## config.mk

```make
export PLATFORM = sky130hd
export DESIGN_NAME = rvdec_top
export DESIGN_NICKNAME = d
export VERILOG_FILES = /design/src/rtl/rvdec_pkg.sv /design/src/rtl/rvdec_opclass.sv /design/src/rtl/rvdec_refine.sv /design/src/rtl/rvdec_fields.sv /design/src/rtl/rvdec_top.sv
export SDC_FILE = /design/constraint.sdc
export NUM_CORES = 1
export LEC_CHECK = 0
export BUFFER_PORTS_ARGS = -buffer_cell sky130_fd_sc_hd__buf_4
export CAP_MARGIN = 20
export CORE_ASPECT_RATIO = 1.1
export CORE_UTILIZATION = 30
export DETAILED_ROUTE_END_ITERATION = 8
export SLEW_MARGIN = 15
export SYNTH_ARGS = -nofsm -noshare
export SYNTH_HDL_FRONTEND = slang
export SYNTH_SLANG_ARGS = --single-unit
```

## constraint.sdc

```tcl
create_clock -name vclk -period 2.14
set_clock_uncertainty 0.2 [all_clocks]
set_input_delay 0.214 -clock vclk [all_inputs]
set_output_delay 0.214 -clock vclk [all_outputs]
set_load 0.02 [all_outputs]
```

## src/rtl/rvdec_pkg.sv

```systemverilog
package rvdec_pkg;

   localparam int OPC_W = 7;
   localparam int F3_W  = 3;
   localparam int F7_W  = 7;

   typedef enum logic [2:0] {
      FMT_NONE = 3'd0,
      FMT_R    = 3'd1,
      FMT_I    = 3'd2,
      FMT_S    = 3'd3,
      FMT_B    = 3'd4,
      FMT_U    = 3'd5,
      FMT_J    = 3'd6
   } fmt_e;

   typedef enum logic [3:0] {
      OP_ADD   = 4'd0,
      OP_SUB   = 4'd1,
      OP_SLL   = 4'd2,
      OP_SLT   = 4'd3,
      OP_SLTU  = 4'd4,
      OP_XOR   = 4'd5,
      OP_SRL   = 4'd6,
      OP_SRA   = 4'd7,
      OP_OR    = 4'd8,
      OP_AND   = 4'd9,
      OP_PASSB = 4'd10
   } aluop_e;

   typedef enum logic [3:0] {
      CL_NONE, CL_REG, CL_IMM, CL_LOAD, CL_JALR,
      CL_STORE, CL_BRANCH, CL_LUI, CL_AUIPC, CL_JAL
   } cls_e;

   localparam logic [OPC_W-1:0] OPC_REG    = 7'b0110011;
   localparam logic [OPC_W-1:0] OPC_IMM    = 7'b0010011;
   localparam logic [OPC_W-1:0] OPC_LOAD   = 7'b0000011;
   localparam logic [OPC_W-1:0] OPC_JALR   = 7'b1100111;
   localparam logic [OPC_W-1:0] OPC_STORE  = 7'b0100011;
   localparam logic [OPC_W-1:0] OPC_BRANCH = 7'b1100011;
   localparam logic [OPC_W-1:0] OPC_LUI    = 7'b0110111;
   localparam logic [OPC_W-1:0] OPC_AUIPC  = 7'b0010111;
   localparam logic [OPC_W-1:0] OPC_JAL    = 7'b1101111;

   localparam logic [F7_W-1:0] F7_BASE = 7'b0000000;
   localparam logic [F7_W-1:0] F7_ALT  = 7'b0100000;

endpackage

```

## src/rtl/rvdec_opclass.sv

```systemverilog
module rvdec_opclass
   import rvdec_pkg::*;
(
   input  logic [OPC_W-1:0] opc_i,
   output cls_e             cls_o,
   output fmt_e             fmt_o
);

   // the primary opcode alone decides class and format
   always_comb begin
      unique case (opc_i)
         OPC_REG:    begin cls_o = CL_REG;    fmt_o = FMT_R;    end
         OPC_IMM:    begin cls_o = CL_IMM;    fmt_o = FMT_I;    end
         OPC_LOAD:   begin cls_o = CL_LOAD;   fmt_o = FMT_I;    end
         OPC_JALR:   begin cls_o = CL_JALR;   fmt_o = FMT_I;    end
         OPC_STORE:  begin cls_o = CL_STORE;  fmt_o = FMT_S;    end
         OPC_BRANCH: begin cls_o = CL_BRANCH; fmt_o = FMT_B;    end
         OPC_LUI:    begin cls_o = CL_LUI;    fmt_o = FMT_U;    end
         OPC_AUIPC:  begin cls_o = CL_AUIPC;  fmt_o = FMT_U;    end
         OPC_JAL:    begin cls_o = CL_JAL;    fmt_o = FMT_J;    end
         default:    begin cls_o = CL_NONE;   fmt_o = FMT_NONE; end
      endcase
   end

endmodule

```

## src/rtl/rvdec_refine.sv

```systemverilog
module rvdec_refine
   import rvdec_pkg::*;
(
   input  cls_e             cls_i,
   input  logic [F3_W-1:0]  f3_i,
   input  logic [F7_W-1:0]  f7_i,
   output aluop_e           op_o,
   output logic             bad_o
);

   aluop_e base_op;
   logic   f7_base;
   logic   f7_alt;

   assign f7_base = (f7_i == F7_BASE);
   assign f7_alt  = (f7_i == F7_ALT);

   // funct3 map shared by the register and immediate arithmetic classes
   always_comb begin
      unique case (f3_i)
         3'b000:  base_op = OP_ADD;
         3'b001:  base_op = OP_SLL;
         3'b010:  base_op = OP_SLT;
         3'b011:  base_op = OP_SLTU;
         3'b100:  base_op = OP_XOR;
         3'b101:  base_op = OP_SRL;
         3'b110:  base_op = OP_OR;
         default: base_op = OP_AND;
      endcase
   end

   aluop_e raw_op;
   logic   raw_bad;

   always_comb begin
      raw_op  = OP_ADD;
      raw_bad = 1'b0;
      unique case (cls_i)
         CL_REG: begin
            if (f7_base) begin
               raw_op = base_op;
            end else if (f7_alt && f3_i == 3'b000) begin
               raw_op = OP_SUB;
            end else if (f7_alt && f3_i == 3'b101) begin
               raw_op = OP_SRA;
            end else begin
               raw_bad = 1'b1;
            end
         end
         CL_IMM: begin
            raw_op = base_op;
            if (f3_i == 3'b001) begin
               raw_bad = !f7_base;
            end else if (f3_i == 3'b101) begin
               if (f7_alt)        raw_op  = OP_SRA;
               else if (!f7_base) raw_bad = 1'b1;
            end
         end
         CL_LOAD:  raw_bad = (f3_i == 3'b011) || (f3_i[2:1] == 2'b11);
         CL_STORE: raw_bad = (f3_i[2] == 1'b1) || (f3_i == 3'b011);
         CL_BRANCH: begin
            unique case (f3_i[2:1])
               2'b00:   raw_op  = OP_SUB;
               2'b10:   raw_op  = OP_SLT;
               2'b11:   raw_op  = OP_SLTU;
               default: raw_bad = 1'b1;
            endcase
         end
         CL_JALR:  raw_bad = (f3_i != 3'b000);
         CL_LUI:   raw_op  = OP_PASSB;
         CL_AUIPC: raw_op  = OP_ADD;
         CL_JAL:   raw_op  = OP_ADD;
         default:  raw_bad = 1'b1;
      endcase
   end

   // rejected words fall back to ADD
   assign bad_o = raw_bad;
   assign op_o  = raw_bad ? OP_ADD : raw_op;

endmodule

```

## src/rtl/rvdec_fields.sv

```systemverilog
module rvdec_fields
   import rvdec_pkg::*;
#(
   parameter int ILEN   = 32,
   parameter int RIDX_W = 5
) (
   input  logic [ILEN-1:0]             instr_i,
   output logic [2:0][RIDX_W-1:0]      idx_o,
   output logic [F3_W-1:0]             f3_o,
   output logic [F7_W-1:0]             f7_o
);

   localparam int RD_LSB  = OPC_W;
   localparam int F3_LSB  = RD_LSB + RIDX_W;
   localparam int RS1_LSB = F3_LSB + F3_W;
   localparam int RS2_LSB = RS1_LSB + RIDX_W;
   localparam int F7_LSB  = RS2_LSB + RIDX_W;
   localparam int IDX_LSB [3] = '{RD_LSB, RS1_LSB, RS2_LSB};

   // one slicing rule for every format
   for (genvar g = 0; g < 3; g++) begin : g_idx
      assign idx_o[g] = instr_i[IDX_LSB[g] +: RIDX_W];
   end

   assign f3_o = instr_i[F3_LSB +: F3_W];
   assign f7_o = instr_i[F7_LSB +: F7_W];

endmodule

```

## src/rtl/rvdec_top.sv

```systemverilog
module rvdec_top
   import rvdec_pkg::*;
#(
   parameter int ILEN   = 32,
   parameter int RIDX_W = 5
) (
   input  logic [ILEN-1:0]   instr_i,
   output logic [2:0]        fmt_o,
   output logic [3:0]        alu_op_o,
   output logic [RIDX_W-1:0] rd_o,
   output logic [RIDX_W-1:0] rs1_o,
   output logic [RIDX_W-1:0] rs2_o,
   output logic              illegal_o
);

   localparam int FIELD_SUM = OPC_W + F3_W + F7_W + 3 * RIDX_W;

   if (FIELD_SUM != ILEN) begin : g_bad_layout
      $error("rvdec_top: field widths do not fill the instruction word");
   end
   if (RIDX_W != 5) begin : g_bad_ridx
      $error("rvdec_top: register index width must be 5");
   end

   cls_e                  cls;
   fmt_e                  fmt;
   aluop_e                op;
   logic                  bad;
   logic [2:0][RIDX_W-1:0] idx;
   logic [F3_W-1:0]       f3;
   logic [F7_W-1:0]       f7;

   rvdec_opclass u_opclass (
      .opc_i (instr_i[OPC_W-1:0]),
      .cls_o (cls),
      .fmt_o (fmt)
   );

   rvdec_fields #(.ILEN(ILEN), .RIDX_W(RIDX_W)) u_fields (
      .instr_i (instr_i),
      .idx_o   (idx),
      .f3_o    (f3),
      .f7_o    (f7)
   );

   rvdec_refine u_refine (
      .cls_i (cls),
      .f3_i  (f3),
      .f7_i  (f7),
      .op_o  (op),
      .bad_o (bad)
   );

   assign fmt_o     = fmt;
   assign alu_op_o  = op;
   assign illegal_o = bad;
   assign rd_o      = idx[0];
   assign rs1_o     = idx[1];
   assign rs2_o     = idx[2];

endmodule

```

==> impl_metrics.env <==
export IMPL_outcome="finished with violations"
export IMPL_violations="setup timing"
export IMPL_cts_setup_buffers=0
export IMPL_powerDensity_mw_per_mm2=146
export IMPL_netlist_instances=110
export IMPL_switchingPower_mw=0.0803
export IMPL_cp_top_family="simple AND/OR/NAND/NOR gates"
export IMPL_timing_max_transition_violations_final=0
export IMPL_groute_usage_overall_pct=15.8
export IMPL_diodes=0
export IMPL_cp_max_fo=3
export IMPL_yosysWarnings=0
export IMPL_netlist_area_sq_um=773
export IMPL_synthesis_nets=142
export IMPL_drtIter0Drc=31
export IMPL_finalPower_mw=0.156
export IMPL_die_height_microns=55.2
export IMPL_whs_path_depth=0
export IMPL_wl_microns=2380
export IMPL_antenna_left=0
export IMPL_critPathCaptureType="output pin"
export IMPL_grt_pass1_wl_microns=3740
export IMPL_route_detailed_drc=0
export IMPL_worst_pin_slew_ps=365
export IMPL_avgSynthCellArea_sq_um=7.03
export IMPL_row_count=18
export IMPL_io_pins=55
export IMPL_yosys_area_top_type_share_pct=15.5
export IMPL_rsz0062_at_grt="yes"
export IMPL_area_delta_synth_final_pct=37.4
export IMPL_synth_largest_area_cell="buf_4"
export IMPL_grt_pass1_vias=833
export IMPL_power_frac_seq_pct=0
export IMPL_max_stage_delay_ps=540
export IMPL_die_w_microns=50.4
export IMPL_cp_arrival_ps=1810
export IMPL_numSequentialCells=0
export IMPL_slew_headroom_pct=75.5
export IMPL_crit_type="in2out"
export IMPL_p_int_mw=0.0752
export IMPL_cp_slowest_cell="or4_4"
export IMPL_vdd_drop_max_uv=85.6
export IMPL_pwr_share_comb_pct=100.0
export IMPL_initial_core_util_pct=33.0
export IMPL_pre_cts_ws_ps=-178
export IMPL_hold_path_class="in2out"
export IMPL_antenna_found_initial=0
export IMPL_clkbuf_count=0
export IMPL_holdPathEnd="rs1_o[4]"
export IMPL_synthTopCellsByArea="buf_4 (16%), o211ai_1 (3.9%), a2111oi_4 (3.6%)"
export IMPL_drive_gt1_share_pct=44.5
export IMPL_yosysSeqAreaShare_pct=0
export IMPL_core_area_sq_mm=0.00234
export IMPL_routedWlPerCell_microns=15.1
export IMPL_finalCritPeriodShare_pct=104
export IMPL_period_needed_ps=2220
export IMPL_max_freq_mhz=451
export IMPL_hpwl_microns=1760
export IMPL_hold_violations=0
export IMPL_regArea_sq_um=0
export IMPL_start_kind="primary input"
export IMPL_cap_viol_max_count=0
export IMPL_finalSetupViolCount=3
export IMPL_synth_cell_type_count=50
export IMPL_die_area_sq_mm=0.00278
export IMPL_grt_max_degree=16
export IMPL_mostFrequentLayoutCell="buf_4"
export IMPL_hold_start="instr_i[19]"
export IMPL_io_buffers=25
export IMPL_most_common_layout_cells="buf_4 (38), inv_1 (7), nor2_1 (5)"
export IMPL_power_leakage_nw=0.445
export IMPL_clockPowerShare_pct=0
export IMPL_first_pass_iters=4
export IMPL_fin_ws_ps=-79.2
export IMPL_cp_buffers_inverters=2
export IMPL_swShare_pct=51.7
export IMPL_required_ps=1730
export IMPL_via_per_inst=5.77
export IMPL_cp_cell_sequence="buf_4 > or4_4 > or4_4 > a21oi_2 > o2111ai_1 > o211ai_1 > buf_4"
export IMPL_layout_nets=162
export IMPL_place_gp_congestion=0.846
export IMPL_grt_ovfl_total=0
export IMPL_via_count=912
[cell type report]
cell class | count | area [sq um]
tap | 30 | 37.5
fill | 262 | 1280
timing repair buffer | 42 | 343
multi-input combinational | 79 | 656
inverter | 7 | 26.3
[power groups by stage]
stage                     Sequential, mW  Clock [mW]  Combinational, mW
after global routing                   0           0              0.169
after floorplan                        0           0              0.117
after detailed placement               0           0              0.141
final                                  0           0              0.156
after global placement                 0           0              0.138
after CTS                              0           0              0.144
[stage by stage]
stage	cell area, sq um	std cells	hold slack, ps	util (%)	TNS (ps)
final	1060	158	228	45.4	-124
after global routing	1060	158	228	45.4	-421
after CTS	1000	158	228	42.7	-140
after detailed placement	983	158	228	42.0	-367
after global placement	983	158	228	42.0	-317
after floorplan	773	110	341	-	0
[routing by layer]
metal | vias up | wire [microns] | GRT usage [%]
met3 | 2 | 182 | 2.20
met4 | 0 | 16 | 0.397
met1 | 421 | 948 | 20.3
li1 | 440 | - | -
met5 | - | 0 | 0
met2 | 49 | 1230 | 28.8
[worst max path at each step]
| stage | start | endpoint | slack [ps] | depth (start not counted) |
|---|---|---|---|---|
| detailed placement | instr_i[26] | alu_op_o[2] | -180 | 7 |
| global route | instr_i[26] | alu_op_o[0] | -140 | 7 |
| CTS | instr_i[26] | alu_op_o[0] | -90 | 7 |
| floorplan | instr_i[26] | alu_op_o[0] | 70 | 5 |
| global placement | instr_i[26] | alu_op_o[2] | -160 | 7 |
| finish | instr_i[27] | alu_op_o[0] | -80 | 7 |
[cell families after synthesis]
logic type / synth area share [%]
and+or+nand+nor: 35.1
AOI/OAI and AO/OA: 35.6
buffers and inverters: 23.5
xor gates and xnor gates: 4.53
muxes: 1.29
[what timing repair did]
| action | CTS | global route |
|---|---|---|
| setup endpoints to repair | 4 | 4 |
| pin swaps | 5 | 3 |
| hold buffers | 0 | 0 |
| resized for setup | 4 | 12 |
[cell usage after synthesis, types with 2 or more instances]
cell and number:
o2111ai_1 2, o21ai_0 4, buf_2 4, and3b_1 2
or2_1 2, nor4_1 2, buf_4 16, nand3_1 4
a31oi_1 2, clkbuf_1 4, nand2_1 5, o211ai_1 4
and3_1 3, a21oi_1 4, nor2_1 5, a22oi_1 2
or4_1 2, inv_1 7, nor3_1 3, xnor2_1 3
Power figures use the tool's default switching activity.
